--- src/rtl/dsr_pkg.sv ---
package dsr_pkg;
   localparam int CODE_W = 7;
   typedef logic [CODE_W-1:0] code_t;
endpackage

--- src/rtl/dsr_sat_add.sv ---
module dsr_sat_add #(
   parameter int W = 18
) (
   input  logic signed [W-1:0] a_i,
   input  logic signed [W-1:0] b_i,
   input  logic                sub_i,
   output logic signed [W-1:0] y_o
);
   localparam logic signed [W-1:0] MAXV = {1'b0, {(W-1){1'b1}}};
   localparam logic signed [W-1:0] MINV = {1'b1, {(W-1){1'b0}}};

   logic signed [W:0] wide;

   always_comb begin
      if (sub_i) wide = {a_i[W-1], a_i} - {b_i[W-1], b_i};
      else       wide = {a_i[W-1], a_i} + {b_i[W-1], b_i};
      if (wide[W] != wide[W-1]) y_o = wide[W] ? MINV : MAXV;
      else                      y_o = wide[W-1:0];
   end
endmodule

--- src/rtl/dsr_resonator.sv ---
module dsr_resonator
   import dsr_pkg::*;
#(
   parameter int W  = 18,
   parameter int KF = 10
) (
   input  logic                clk,
   input  logic                rst_n,
   input  logic                reload_i,
   input  code_t               k_i,
   input  logic signed [W-1:0] init_i,
   output logic signed [W-1:0] y_o
);
   localparam int PW = W + CODE_W + 1;

   logic signed [W-1:0] x_q, y_q;
   logic signed [W-1:0] x_n, y_n;
   logic signed [W-1:0] ky, kx;

   // cosine path uses the old sine, sine path uses the new cosine
   always_comb ky = W'((PW'($signed({1'b0, k_i})) * PW'(y_q)) >>> KF);
   always_comb kx = W'((PW'($signed({1'b0, k_i})) * PW'(x_n)) >>> KF);

   dsr_sat_add #(.W(W)) u_add_cos (
      .a_i(x_q), .b_i(ky), .sub_i(1'b1), .y_o(x_n)
   );
   dsr_sat_add #(.W(W)) u_add_sin (
      .a_i(y_q), .b_i(kx), .sub_i(1'b0), .y_o(y_n)
   );

   always_ff @(posedge clk) begin
      if (!rst_n || reload_i) begin
         x_q <= init_i;
         y_q <= '0;
      end else begin
         x_q <= x_n;
         y_q <= y_n;
      end
   end

   assign y_o = y_q;
endmodule

--- src/rtl/dsr_ds_mod.sv ---
module dsr_ds_mod #(
   parameter int W     = 18,
   parameter int ORDER = 1
) (
   input  logic                clk,
   input  logic                rst_n,
   input  logic                reload_i,
   input  logic signed [W-1:0] x_i,
   output logic                bit_o
);
   localparam int AW = W + 4;
   localparam logic signed [AW-1:0] FBP = {4'b0000, 1'b1, {(W-1){1'b0}}};
   localparam logic signed [AW-1:0] FBN = -FBP;

   logic signed [AW-1:0] xe;
   logic                 q_n;
   logic                 bit_q;

   assign xe = {{4{x_i[W-1]}}, x_i};

   generate
      if (ORDER == 1) begin : g_first
         logic signed [AW-1:0] acc_q, v;
         always_comb v = acc_q + xe;
         assign q_n = ~v[AW-1];
         always_ff @(posedge clk) begin
            if (!rst_n || reload_i) acc_q <= '0;
            else                    acc_q <= v - (q_n ? FBP : FBN);
         end
      end else begin : g_second
         logic signed [AW-1:0] a1_q, a2_q, a1_n, u;
         always_comb begin
            a1_n = a1_q + xe - (bit_q ? FBP : FBN);
            u    = a2_q + a1_n;
         end
         assign q_n = ~u[AW-1];
         always_ff @(posedge clk) begin
            if (!rst_n || reload_i) begin
               a1_q <= '0;
               a2_q <= '0;
            end else begin
               a1_q <= a1_n;
               a2_q <= u - (q_n ? FBP : FBN);
            end
         end
      end
   endgenerate

   always_ff @(posedge clk) begin
      if (!rst_n || reload_i) bit_q <= 1'b0;
      else                    bit_q <= q_n;
   end

   assign bit_o = bit_q;
endmodule

--- src/rtl/dsr_osc.sv ---
module dsr_osc
   import dsr_pkg::*;
#(
   parameter int W     = 18,
   parameter int KF    = 10,
   parameter int ORDER = 1
) (
   input  logic                     clk,
   input  logic                     rst_n,
   input  logic                     pd_i,
   input  logic [CODE_W-1:0]        freq_code_i,
   input  logic [CODE_W-1:0]        amp_code_i,
   output logic                     bit_o,
   output logic signed [W-1:0]      sample_o
);
   localparam int AMP_SH = W - 2 - CODE_W;

   initial begin
      assert (AMP_SH >= 0) else $error("dsr_osc: W too small for amplitude code");
      assert (KF >= CODE_W) else $error("dsr_osc: KF must keep k below one");
      assert (ORDER == 1 || ORDER == 2) else $error("dsr_osc: ORDER must be 1 or 2");
   end

   code_t               freq_q, amp_q;
   logic                reload;
   logic signed [W-1:0] init_val;
   logic signed [W-1:0] sine;

   always_ff @(posedge clk) begin
      freq_q <= freq_code_i;
      amp_q  <= amp_code_i;
   end

   assign reload   = pd_i || (freq_code_i != freq_q) || (amp_code_i != amp_q);
   assign init_val = W'(amp_code_i) << AMP_SH;

   dsr_resonator #(.W(W), .KF(KF)) u_res (
      .clk(clk), .rst_n(rst_n), .reload_i(reload),
      .k_i(freq_code_i), .init_i(init_val), .y_o(sine)
   );

   dsr_ds_mod #(.W(W), .ORDER(ORDER)) u_mod (
      .clk(clk), .rst_n(rst_n), .reload_i(reload),
      .x_i(sine), .bit_o(bit_o)
   );

   assign sample_o = sine;
endmodule

--- config.mk ---
export PLATFORM = sky130hd
export DESIGN_NAME = dsr_osc
export DESIGN_NICKNAME = d
export VERILOG_FILES = /design/src/rtl/dsr_pkg.sv /design/src/rtl/dsr_sat_add.sv /design/src/rtl/dsr_resonator.sv /design/src/rtl/dsr_ds_mod.sv /design/src/rtl/dsr_osc.sv
export SDC_FILE = /design/constraint.sdc
export NUM_CORES = 1
export LEC_CHECK = 0
export ABC_AREA = 0
export BUFFER_PORTS_ARGS = -buffer_cell sky130_fd_sc_hd__buf_2
export CAP_MARGIN = 40
export CORE_MARGIN = 4
export CORE_UTILIZATION = 63
export CTS_CLUSTER_DIAMETER = 100
export DETAILED_ROUTE_END_ITERATION = 16
export PLACE_DENSITY = 0.8
export SETUP_SLACK_MARGIN = 0.02
export SYNTH_ARGS = -nofsm -noshare
export SYNTH_HDL_FRONTEND = slang
export SYNTH_SLANG_ARGS = --single-unit
export TNS_END_PERCENT = 20
--- constraint.sdc ---
create_clock -name clk -period 38.6 [get_ports clk]
set_input_delay 7.72 -clock clk [delete_from_list [all_inputs] [get_ports clk]]
set_output_delay 7.72 -clock clk [all_outputs]
set_load 0.03 [all_outputs]
* Yosys cells after proc, flatten, opt, wreduce, memory -nomap -nowiden
Index checks and enable logic that the tools add are counted.
** Word-level totals
- Register bits :: 73
- Output and inout port bits :: 19
- Logic and storage cells :: 28
- Input bits :: 17
** Cells by class
- Reduce and logical (&&, ||, !) cells :: 4
- Mux-type cells :: 6
- Equality and inequality tests :: 4
- Multiply operators :: 2
- Add/subtract/negate cells :: 4
- Bitwise gates (word level) :: 1
** Operator list (count)
- two-way mux 18 bit :: 4
- multiplier 8 x 18 -> 26 bit :: 2
- adder 22 x 18 -> 22 bit :: 1
- two-way mux 22 bit :: 1
- subtractor 22 bit :: 1
- adder 18 x 16 -> 19 bit :: 1
- subtractor 18 x 16 -> 19 bit :: 1
- two-way mux 16 bit :: 1
- != test 7 bit :: 2
- logical OR 1 bit :: 3
- != test 1 bit :: 2
- zero test 1 bit :: 1
- inverter 1 bit :: 1

* Logic depth before layout (Yosys ltp)
Gate-level depths: netlist of run 1.
- Depth after elaboration :: 8
- Depth in mapped cells :: 71

* Hierarchy
From an unflattened synthesis of run 1, not the netlist that was laid out.
** Second synthesis, totals
- Cells, all modules :: 1792
- Area total of the unflattened synthesis :: 15407.3 um2
** Modules (own cells, without submodules)
- dsr_resonator :: instances 1, cells an instance 1120, area an instance 10023.4 um2
- dsr_sat_add :: instances 2, cells an instance 218, area an instance 1584.0 um2
- dsr_ds_mod :: instances 1, cells an instance 202, area an instance 1779.2 um2
- dsr_osc :: instances 1, cells an instance 34, area an instance 436.7 um2

* Worst setup path after synthesis of run 1
No wires, ideal clock.
- Path type :: in2reg
- Start :: in freq_code_i[2]
- End :: reg u_res.y_q[13], in the netlist u_res.y_o[13]
- Library setup time :: 0.128 ns
- Slack :: 16.317 ns
- Path buffers :: 5
- Stages on the path :: 66
- Arrival time :: 22.156 ns
- Cell sequence :: clkbuf_1 buf_1 nand2_1 fa_1 inv_1 fa_1 fa_1 inv_1 fa_1 inv_1 ha_1 o2111ai_1 nor2_1 a22oi_2 a21boi_0 o21a_1 o21a_1 nor2_1 [... 30 more ...] a21oi_1 o21ai_1 a21oi_1 o21ai_0 nand2b_1 xor2_1 ha_1 a21o_1 a21oi_1 o2111ai_1 a41oi_2 nor2_1 o41a_4 o21ai_0 o21ai_2 buf_4 a21oi_1 nor2_1
** On the way
- Cells in the longest elaborated chain, start to end :: 8
- Elaborated cells on any way between the ends :: 14
** Ends and longest elaborated chain
- start: declaration :: line dsr_osc.sv:11 : input logic [CODE_W-1:0] freq_code_i,
- multiplier 8 x 18 -> 26 bit :: line dsr_resonator.sv:21 : always_comb ky = W'((PW'($signed({1'b0, k_i})) * PW'(y_q)) >>> KF);
- subtractor 18 x 16 -> 19 bit :: line dsr_sat_add.sv:15 : if (sub_i) wide = {a_i[W-1], a_i} - {b_i[W-1], b_i};
- two-way mux 18 bit / != test 1 bit (equally long branches) :: line dsr_sat_add.sv:17 : if (wide[W] != wide[W-1]) y_o = wide[W] ? MINV : MAXV;
- two-way mux 18 bit :: line dsr_sat_add.sv:17
- multiplier 8 x 18 -> 26 bit :: line dsr_resonator.sv:22 : always_comb kx = W'((PW'($signed({1'b0, k_i})) * PW'(x_n)) >>> KF);
- adder 18 x 16 -> 19 bit :: line dsr_sat_add.sv:16 : else wide = {a_i[W-1], a_i} + {b_i[W-1], b_i};
- two-way mux 18 bit / != test 1 bit (equally long branches) :: line dsr_sat_add.sv:17
- two-way mux 18 bit :: line dsr_sat_add.sv:17
- end signal: assignment :: line dsr_resonator.sv:37 : y_q <= y_n;
- end: declaration :: line dsr_resonator.sv:16 : logic signed [W-1:0] x_q, y_q;
Parallel ways exist; a longest one is shown, timed or not.
A chain may end at the register's enable or synchronous reset.

* Final worst setup path of run 1
- Start :: in freq_code_i[2]
- End :: reg u_res.y_q[1], in the netlist u_res.y_o[1]
Same word-level chain as after synthesis.

==> flow_metrics.env, run 1 <==
export IMPL_run_status="finished clean"
export IMPL_synth_enable_flop_cells=0
export IMPL_grt_overflow_total=0
export IMPL_clk_pin_slew_worst_paths_ns=0.06
export IMPL_chipWidth_um=157
export IMPL_first_pass_grt_wire_length_mm=51.5
export IMPL_gpl_final_weighted_congestion=0.858
export IMPL_finalClockSkew_ns=0.0128
export IMPL_initial_standard_cell_utilization_of_the_core_pct=63.9
export IMPL_leakage_uw=0.00756
export IMPL_synth_yosys_seq_area_share_pct=10.5
export IMPL_worst_path_largest_cell_delay_ns=0.58
export IMPL_synth_ff_latch_count=73
export IMPL_floorplan_core_area_um2=21800
export IMPL_clock_sinks=73
export IMPL_post_cts_repair_setup_buffers=0
export IMPL_number_of_warnings_reported_in_the_yosys_synthesis_log=0
export IMPL_fp_row_count=54
export IMPL_drtPass1Iterations=5
export IMPL_global_route_usage_total_pct=25.8
export IMPL_multi_input_comb_area_um2=11100
export IMPL_synth_distinct_cells=77
export IMPL_synth_compound_area_share_pct=12.1
export IMPL_final_nets=1979
export IMPL_fin_crit_ns=23.14
export IMPL_routed_wl_mm=29.9
export IMPL_route_detailed_drc=0
export IMPL_root_buffer="clkbuf_16"
export IMPL_num_cts_buffers=9
export IMPL_holdBufCountCts=0
export IMPL_critical_path_peak_fanout=38
export IMPL_worst_path_max_delay_cell="buf_2"
export IMPL_tightestPinTransition_ns=0.769
export IMPL_fp_dieArea_um2=24500
export IMPL_tritoncts_clock_tree="done"
export IMPL_maxSlewHeadroom_pct=48.7
export IMPL_skew_pair_late_insertion_delay_ns=0.35
export IMPL_worst_setup_path_end_kind="flop"
export IMPL_yosys_most_used_dff="dfxtp_1"
export IMPL_register_area_um2=1460
export IMPL_final_layout_size_suffix_gt1_share_pct=6.84
export IMPL_io_buffers=35
export IMPL_max_clock_path_buffers=2
export IMPL_hpwlAfterDp_mm=23.5
export IMPL_final_util_pct=66.9
export IMPL_vdd_drop_max_mv=0.0412
export IMPL_antenna_cells_inserted=0
export IMPL_r2r_cells=64
export IMPL_post_route_cell_area_um2=14600
export IMPL_max_clock_freq_mhz=43.2
export IMPL_via_count=10600
export IMPL_synth_adder_area_share_pct=42.7
export IMPL_top_level_ports=36
export IMPL_postSynthAreaPerCell_um2=8.71
export IMPL_worstPathArrival_ns=23.34
export IMPL_drt_vias_per_instance=5.60
export IMPL_placedCellCount=1873
export IMPL_initial_antenna_violation_count=0
export IMPL_netlist_instances=1595
export IMPL_post_synth_top_area_fraction_pct=28.0
export IMPL_worstHoldPathCells=3
export IMPL_mostFrequentLayoutCell="inv_1"
export IMPL_asr_flop_ratio_synth_pct=0
export IMPL_max_cap_violations=0
export IMPL_yosys_area_share_simple_pct=18.8
export IMPL_post_synth_xor_area_fraction_pct=5.80
export IMPL_first_global_vias=10900
export IMPL_fill_cells=1733
export IMPL_die_height_um=157
export IMPL_area_growth_syn_to_layout_pct=4.80
export IMPL_ys_top_cells_by_area="fa_1 (28%), ha_1 (15%), dfxtp_1 (11%)"
export IMPL_place_worst_setup_slack_ns=15.11
export IMPL_setup_viol=0
export IMPL_power_density_nw_per_um2=41.2
export IMPL_maxSlewViolCount=0
export IMPL_syn_area_um2=13900
export IMPL_ctsResizeCount=0
export IMPL_layout_common_cells="inv_1 (294), fa_1 (194), ha_1 (164)"
export IMPL_holdCritPathClass="reg -> reg"
export IMPL_mappedNetlistNets=1970
export IMPL_drt_iter0_drc=536
export IMPL_htree_num_levels=3
export IMPL_worst_path_most_repeated_cell="fa_1"
export IMPL_grt_start_max_net_pins=62
export IMPL_wl_per_cell_um=15.8
export IMPL_worst_endpoint_required_time_ns=38.80
export IMPL_synthDominantAreaCellType="fa_1"
export IMPL_layoutNonFillerInstCount=1888
export IMPL_antenna_left=0
export IMPL_hold_viol=0
export IMPL_placed_area_um2=14300
export IMPL_critPathLaunchType="input pin"
export IMPL_unrepaired_setup_endpoints_after_global_routing="false"
export IMPL_finalSetupTns_ns=0
export IMPL_layout_worst_path_cycle_share_pct=59.9
export IMPL_main_combinational_cell_family_by_area_after_synthesis="adder cells"
export IMPL_synth_mux_area_fraction_pct=0.639
export IMPL_crit_type="in -> reg"
export IMPL_finalWorstSetupSlack_ns=15.46
## state kept, by name (all words and copies together), names as in the netlist
register             count
u_mod.g_first.acc_q     22
u_res.x_q               18
u_res.y_o               18
amp_q                    7
freq_q                   7
u_mod.bit_o              1
## where the power goes
part	total, uW	leakage, uW	internal, uW	switching (uW)
logic	434	0.00682	179	255
registers	77.0	0.000596	76.5	0.552
clock network	87.9	0.000144	51.4	36.5
## logic make-up after synthesis
family                   after synthesis
AO/OA/AOI/OAI                        229
XOR/XNOR                              92
adder cells (fa/ha/maj)              358
buffers and inverters                337
flip-flops                            73
multiplexers                           7
AND/OR/NAND/NOR                      499
## cell type report
| type | instances | share of cell area [%] |
|---|---|---|
| timing repair buffer | 41 | 1.51 |
| multi-input combinational | 1185 | 76.4 |
| inverter | 294 | 7.58 |
| sequential | 73 | 10.0 |
| clock inverter | 5 | 0.387 |
| clock buffer | 10 | 1.64 |
| tap | 280 | 2.41 |
## final timing paths
| kind | startpoint | to | slack (ns) |
|---|---|---|---|
| setup / recovery | freq_code_i[2] | u_res.y_o[1]$_SDFF_PP0_ | 15.46 |
| hold / removal | u_mod.g_first.acc_q[0]$_SDFF_PP0_ | u_mod.g_first.acc_q[0]$_SDFF_PP0_ | 0.56 |
| setup reg to reg | u_res.y_o[5]$_SDFF_PP0_ | u_res.y_o[1]$_SDFF_PP0_ | 22.81 |
| hold reg to reg | u_mod.g_first.acc_q[0]$_SDFF_PP0_ | u_mod.g_first.acc_q[0]$_SDFF_PP0_ | 0.56 |
## layer usage
layer  part of all wire, %  vias to the layer above  GRT usage (%)
met4                   1.6                        0           6.74
met5                     0                        -              0
li1                      -                     5035              -
met2                    50                      263           45.3
met1                    43                     5224           33.3
met3                   5.7                       52           4.12
## metrics by stage
stage | power [uW] | hold WS, ns
after floorplan | 411 | 0.533
after global placement | 495 | 0.539
after detailed placement | 505 | 0.559
after CTS | 599 | 0.574
after global routing | 661 | 0.636
final | 599 | 0.564
## synth_stat cells (all sizes together) (5+ instances only)
cell type    n
fa         194
a21boi       6
and3         8
a21oi       79
dfxtp       73
nand3       11
a21o        23
nand4        5
o21ai       54
nand2b      14
a211oi       7
inv        294
nor3        29
o31a         5
ha         164
nor2b       49
buf         11
o21bai       5
and2       147
nand3b       7
xnor2       51
mux2         5
nor2        94
nand2      106
clkbuf      32
or2         11
o21a        16
xor2        41
## worst max-delay path, delay by kind of cell
family,cells,cell delay [ns]
buf+inv,9,1.18
xor+xnor,2,0.34
fa+ha+maj,13,5.67
compound gates,30,6.73
simple gates,11,1.65
Note: power is estimated with default switching activity, not from simulation.
==> run 2: changes to the inputs <==
--- a/config.mk
+++ b/config.mk
@@ -9,7 +9,7 @@
 export BUFFER_PORTS_ARGS = -buffer_cell sky130_fd_sc_hd__buf_2
 export CAP_MARGIN = 40
 export CORE_MARGIN = 4
-export CORE_UTILIZATION = 63
+export CORE_UTILIZATION = 60
 export CTS_CLUSTER_DIAMETER = 100
 export DETAILED_ROUTE_END_ITERATION = 16
 export PLACE_DENSITY = 0.8
==> constraint.sdc (replaced) <==
create_clock -name clk -period 19.4 [get_ports clk]
set_input_delay 3.88 -clock clk [delete_from_list [all_inputs] [get_ports clk]]
set_output_delay 3.88 -clock clk [all_outputs]
set_load 0.03 [all_outputs]
==> run 2 against run 1 <==
Sequential share of layout area decreased by 0.078 points. Via count grew 2.0%. Non-clock buffer count up 6. Largest cell class unchanged. Clock power increased by 100%. Global-route usage up 0.17 points. Count of clock-buffer cells in the layout shrank 1. Power increased by 100%. Critical endpoint is now u_res.y_o[12]$_SDFF_PP0_.
==> flow_metrics.env, run 2 (synthesized netlist as in run 1, its figures left out) <==
export IMPL_fp_row_count=55
export IMPL_wl_per_cell_um=17.1
export IMPL_die_height_um=160
export IMPL_first_pass_grt_wire_length_mm=54.6
export IMPL_crit_type="in -> reg"
export IMPL_final_nets=1985
export IMPL_drt_vias_per_instance=5.67
export IMPL_critPathLaunchType="input pin"
export IMPL_run_status="finished clean"
export IMPL_initial_standard_cell_utilization_of_the_core_pct=61.2
export IMPL_layoutNonFillerInstCount=1901
export IMPL_worst_path_max_delay_cell="fa_1"
export IMPL_grt_overflow_total=0
export IMPL_mostFrequentLayoutCell="inv_1"
export IMPL_finalSetupTns_ns=0
export IMPL_area_growth_syn_to_layout_pct=5.62
export IMPL_clock_sinks=73
export IMPL_floorplan_core_area_um2=22700
export IMPL_tightestPinTransition_ns=0.742
export IMPL_top_level_ports=36
export IMPL_grt_start_max_net_pins=62
export IMPL_routed_wl_mm=32.5
export IMPL_num_cts_buffers=9
export IMPL_unrepaired_setup_endpoints_after_global_routing="false"
export IMPL_maxSlewViolCount=0
export IMPL_layout_worst_path_cycle_share_pct=95.2
export IMPL_io_buffers=35
export IMPL_hold_viol=0
export IMPL_worst_endpoint_required_time_ns=19.60
export IMPL_placedCellCount=1883
export IMPL_skew_pair_late_insertion_delay_ns=0.35
export IMPL_setup_viol=0
export IMPL_maxSlewHeadroom_pct=50.5
export IMPL_antenna_left=0
export IMPL_chipWidth_um=160
export IMPL_final_layout_size_suffix_gt1_share_pct=7.55
export IMPL_final_util_pct=64.6
export IMPL_drt_iter0_drc=591
export IMPL_fp_dieArea_um2=25700
export IMPL_holdCritPathClass="reg -> reg"
export IMPL_worst_path_most_repeated_cell="fa_1"
export IMPL_gpl_final_weighted_congestion=0.870
export IMPL_max_clock_freq_mhz=54.2
export IMPL_clk_pin_slew_worst_paths_ns=0.06
export IMPL_tritoncts_clock_tree="done"
export IMPL_htree_num_levels=3
export IMPL_initial_antenna_violation_count=1
export IMPL_via_count=10800
export IMPL_critical_path_peak_fanout=18
export IMPL_fin_crit_ns=18.46
export IMPL_max_cap_violations=0
export IMPL_drtPass1Iterations=5
export IMPL_top_register="u_mod.g_first.acc_q"
export IMPL_leakage_uw=0.00760
export IMPL_worstPathArrival_ns=18.66
export IMPL_global_route_usage_total_pct=26.0
export IMPL_vdd_drop_max_mv=0.0825
export IMPL_worst_setup_path_end_kind="flop"
export IMPL_route_detailed_drc=0
export IMPL_power_density_nw_per_um2=82.9
export IMPL_largest_reg_flops=22
export IMPL_hpwlAfterDp_mm=25.5
export IMPL_worst_path_largest_cell_delay_ns=0.64
export IMPL_layout_common_cells="inv_1 (294), fa_1 (194), ha_1 (163)"
export IMPL_finalClockSkew_ns=0.0104
export IMPL_root_buffer="clkbuf_16"
export IMPL_first_global_vias=11200
export IMPL_max_clock_path_buffers=2
-- run 2: cell count changes in the layout (fill, tap and decap cells not counted), moves of 2 or more --
cell / delta
inv_6: +3
clkinv_2: -2
buf_4: +6
o21ai_0: -2
o21ai_1: +2
-- run 2: timing repair --
action / CTS / global route
setup buffers: 0 / 1
hold buffers: 0 / 0
setup endpoints to repair: 0 / 18
gates resized for setup: 0 / 12
-- run 2: final timing paths --
check / slack (ns) / cells past startpoint / endpoint / from
setup reg to reg: 4.12 / 61 / u_res.y_o[12]$_SDFF_PP0_ / u_res.y_o[7]$_SDFF_PP0_
hold reg to reg: 0.61 / 3 / u_mod.g_first.acc_q[0]$_SDFF_PP0_ / u_mod.g_first.acc_q[0]$_SDFF_PP0_
hold / removal: 0.61 / 3 / u_mod.g_first.acc_q[0]$_SDFF_PP0_ / u_mod.g_first.acc_q[0]$_SDFF_PP0_
setup / recovery: 0.94 / 61 / u_res.y_o[12]$_SDFF_PP0_ / freq_code_i[3]
-- run 2: final cells by class --
| class | instances | area (um2) |
|---|---|---|
| multi-input cells | 1185 | 11200 |
| fillers | 1802 | 8030 |
| flip-flops and latches | 73 | 1460 |
| inverters | 294 | 1100 |
| well taps | 285 | 357 |
| repair buffers | 47 | 268 |
| clock buffers | 9 | 225 |
| clock inverters | 7 | 83.8 |
| diodes | 1 | 2.50 |
-- run 2: stage by stage --
| step | hold WS, ns | cell area, um2 | worst slack [ns] | total power (uW) |
|---|---|---|---|---|
| after floorplan | 0.533 | 13900 | 0.957 | 819 |
| after global routing | 0.659 | 14700 | 0.0487 | 1330 |
| final | 0.614 | 14700 | 0.939 | 1220 |
| after global placement | 0.544 | 14300 | 0.646 | 991 |
| after detailed placement | 0.609 | 14300 | 0.226 | 1020 |
| after CTS | 0.623 | 14600 | 0.458 | 1210 |
-- run 2: layer usage --
metal  part of all wire, %  GRT usage [%]
met1                    41           33.7
met2                    51           45.9
met3                   6.0           3.28
met4                   2.3           6.96
met5                     0              0
-- run 2: power breakdown --
group          switching, uW  internal [uW]  leakage [uW]  total [uW]
Clock                   75.8            102      0.000149         178
Sequential              1.12            152      0.000596         153
Combinational            525            360       0.00685         886
-- run 2: critical path: cells and delay by family --
family          cells  cell delay (ns)
fa+ha+maj          13             5.84
compound gates     26             5.52
simple gates       13             2.38
buf+inv             8             0.84
xor+xnor            1             0.16
==> run 3: changes to the inputs <==
--- a/config.mk
+++ b/config.mk
@@ -6,14 +6,15 @@
 export NUM_CORES = 1
 export LEC_CHECK = 0
 export ABC_AREA = 0
-export BUFFER_PORTS_ARGS = -buffer_cell sky130_fd_sc_hd__buf_2
+export BUFFER_PORTS_ARGS = -buffer_cell sky130_fd_sc_hd__clkbuf_2
 export CAP_MARGIN = 40
 export CORE_MARGIN = 4
 export CORE_UTILIZATION = 60
+export CTS_BUF_LIST = sky130_fd_sc_hd__clkbuf_2 sky130_fd_sc_hd__clkbuf_4 sky130_fd_sc_hd__clkbuf_8
 export CTS_CLUSTER_DIAMETER = 100
 export DETAILED_ROUTE_END_ITERATION = 16
 export PLACE_DENSITY = 0.8
-export SETUP_SLACK_MARGIN = 0.02
+export SETUP_SLACK_MARGIN = 0.4
 export SYNTH_ARGS = -nofsm -noshare
 export SYNTH_HDL_FRONTEND = slang
 export SYNTH_SLANG_ARGS = --single-unit
==> run 3 against run 2 <==
Sequential power hardly changed. Final cell count is 0.68% higher. Critical endpoint is now u_res.y_o[14]$_SDFF_PP0_. Worst hold slack worse by 0.0053 ns. Critical path depth is 3 higher. Routed wire length is 0.97% higher. Setup slack better by 0.26 ns. Via count is 0.96% higher. Clock skew is 0.0039 ns higher. Power is 4.0% lower. Sequential cell count stayed put. Largest power group unchanged. Register-to-register slack better by 0.10 ns.
==> flow_metrics.env, run 3 (synthesized netlist as in run 1, its figures left out) <==
export IMPL_run_status="finished clean"
export IMPL_gpl_final_weighted_congestion=0.867
export IMPL_layout_common_cells="inv_1 (294), fa_1 (194), ha_1 (163)"
export IMPL_worst_path_most_repeated_cell="fa_1"
export IMPL_hold_viol=0
export IMPL_post_route_cell_area_um2=14700
export IMPL_top_level_ports=36
export IMPL_combinationalPowerShare_pct=75.6
export IMPL_io_buffers=35
export IMPL_hold_path_startpoint="u_mod.g_first.acc_q[0]$_SDFF_PP0_"
export IMPL_drtPass1Iterations=5
export IMPL_grt_start_max_net_pins=62
export IMPL_critical_path_peak_fanout=16
export IMPL_via_count=10900
export IMPL_first_global_vias=11500
export IMPL_layout_worst_path_cycle_share_pct=93.8
export IMPL_worst_endpoint_required_time_ns=19.63
export IMPL_timing_critical_path_from="freq_code_i[2]"
export IMPL_unrepaired_setup_endpoints_after_global_routing="false"
export IMPL_critPathLaunchType="input pin"
export IMPL_fp_row_count=55
export IMPL_grt_overflow_total=0
export IMPL_chipWidth_um=160
export IMPL_antenna_cells_inserted=0
export IMPL_finalClockSkew_ns=0.0143
export IMPL_hold_ws_ns=0.609
export IMPL_drt_iter0_drc=605
export IMPL_global_route_usage_total_pct=26.4
export IMPL_leakage_uw=0.00761
export IMPL_place_worst_setup_slack_ns=0.0547
export IMPL_worst_path_largest_cell_delay_ns=0.51
export IMPL_clock_sinks=73
export IMPL_antenna_left=0
export IMPL_register_area_um2=1460
export IMPL_p_clk_share_pct=11.3
export IMPL_tightestPinTransition_ns=0.733
export IMPL_num_cts_buffers=9
export IMPL_clk_pin_slew_worst_paths_ns=0.09
export IMPL_holdCritPathClass="reg -> reg"
export IMPL_initial_standard_cell_utilization_of_the_core_pct=61.2
export IMPL_worstReg2RegStart="u_res.y_o[5]$_SDFF_PP0_"
export IMPL_floorplan_core_area_um2=22700
export IMPL_total_switching_power_uw=591
export IMPL_max_clock_freq_mhz=54.9
export IMPL_fin_crit_ns=18.20
export IMPL_tritoncts_clock_tree="done"
export IMPL_route_detailed_drc=0
export IMPL_placed_area_um2=14300
export IMPL_area_growth_syn_to_layout_pct=5.84
export IMPL_internal_power_uw=576
export IMPL_worst_path_max_delay_cell="fa_1"
export IMPL_top_register="u_mod.g_first.acc_q"
export IMPL_worstPathArrival_ns=18.44
export IMPL_r2r_cells=64
export IMPL_worst_setup_path_end_kind="flop"
export IMPL_initial_antenna_violation_count=0
export IMPL_final_layout_size_suffix_gt1_share_pct=8.59
export IMPL_wl_per_cell_um=17.2
export IMPL_root_buffer="clkbuf_8"
export IMPL_largest_reg_flops=22
export IMPL_max_clock_path_buffers=2
export IMPL_setup_viol=0
export IMPL_worstHoldPathCells=3
export IMPL_fp_dieArea_um2=25700
export IMPL_seq_power_share_pct=13.1
export IMPL_fill_cells=1831
export IMPL_holdBufCountCts=0
export IMPL_mostFrequentLayoutCell="inv_1"
export IMPL_die_height_um=160
export IMPL_maxSlewHeadroom_pct=50.5
export IMPL_drt_vias_per_instance=5.69
export IMPL_switching_share_pct=50.6
export IMPL_hpwlAfterDp_mm=26.0
export IMPL_vdd_drop_max_mv=0.0707
export IMPL_finalWorstSetupSlack_ns=1.20
export IMPL_first_pass_grt_wire_length_mm=55.3
export IMPL_power_density_nw_per_um2=79.4
export IMPL_crit_type="in -> reg"
export IMPL_final_nets=1999
export IMPL_routed_wl_mm=32.8
export IMPL_max_cap_violations=0
export IMPL_finalSetupTns_ns=0
export IMPL_skew_pair_late_insertion_delay_ns=0.38
export IMPL_maxSlewViolCount=0
export IMPL_multi_input_comb_area_um2=11200
export IMPL_htree_num_levels=3
## run 3: cell type report
| class | count | area share [%] |
|---|---|---|
| timing repair buffer | 61 | 2.54 |
| tap | 285 | 2.42 |
| inverter | 294 | 7.50 |
| sequential | 73 | 9.94 |
| clock inverter | 7 | 0.570 |
| clock buffer | 9 | 0.842 |
| multi-input combinational | 1185 | 76.2 |
## run 3: worst max-delay path, delay by kind of cell
family                     cells  cell delay [ns]
buffers and inverters          7             0.81
adders and majority gates     14             5.59
and+or+nand+nor               17             2.85
AOI/OAI and AO/OA             26             5.25
## run 3: metrics by stage
step	total power (uW)	instances	util [%]
floorplan	819	1595	-
detailed placement	1020	1884	63.0
global placement	995	1884	63.0
CTS	1150	1900	64.0
finish	1170	1914	64.8
global route	1280	1914	64.8
## run 3: worst paths after layout
path | end | slack (ns)
max | u_res.y_o[14]$_SDFF_PP0_ | 1.20
min | u_mod.g_first.acc_q[0]$_SDFF_PP0_ | 0.61
max reg2reg | u_res.y_o[14]$_SDFF_PP0_ | 4.22
min reg2reg | u_mod.g_first.acc_q[0]$_SDFF_PP0_ | 0.61
## run 3: layer usage
metal / share of wire, % / global-route usage (%) / wire length, um
met1: 42 / 32.6 / 13700
met3: 4.5 / 3.46 / 1480
met4: 3.2 / 8.76 / 1050
met5: 0 / 0 / 0
met2: 51 / 47.6 / 16600
## run 3: power groups by stage
stage | registers (uW) | clock network (uW) | logic (uW)
2_1_floorplan | 156 | 0 | 662
3_3_place_gp | 157 | 0 | 839
3_5_place_dp | 157 | 0 | 859
4_1_cts | 153 | 134 | 865
5_1_grt | 153 | 141 | 988
6_report | 153 | 132 | 883
## run 3: what timing repair did
item | CTS | global route
setup endpoints to repair | 0 | 18
gates resized for setup | 0 | 19
buffers inserted | 0 | 14
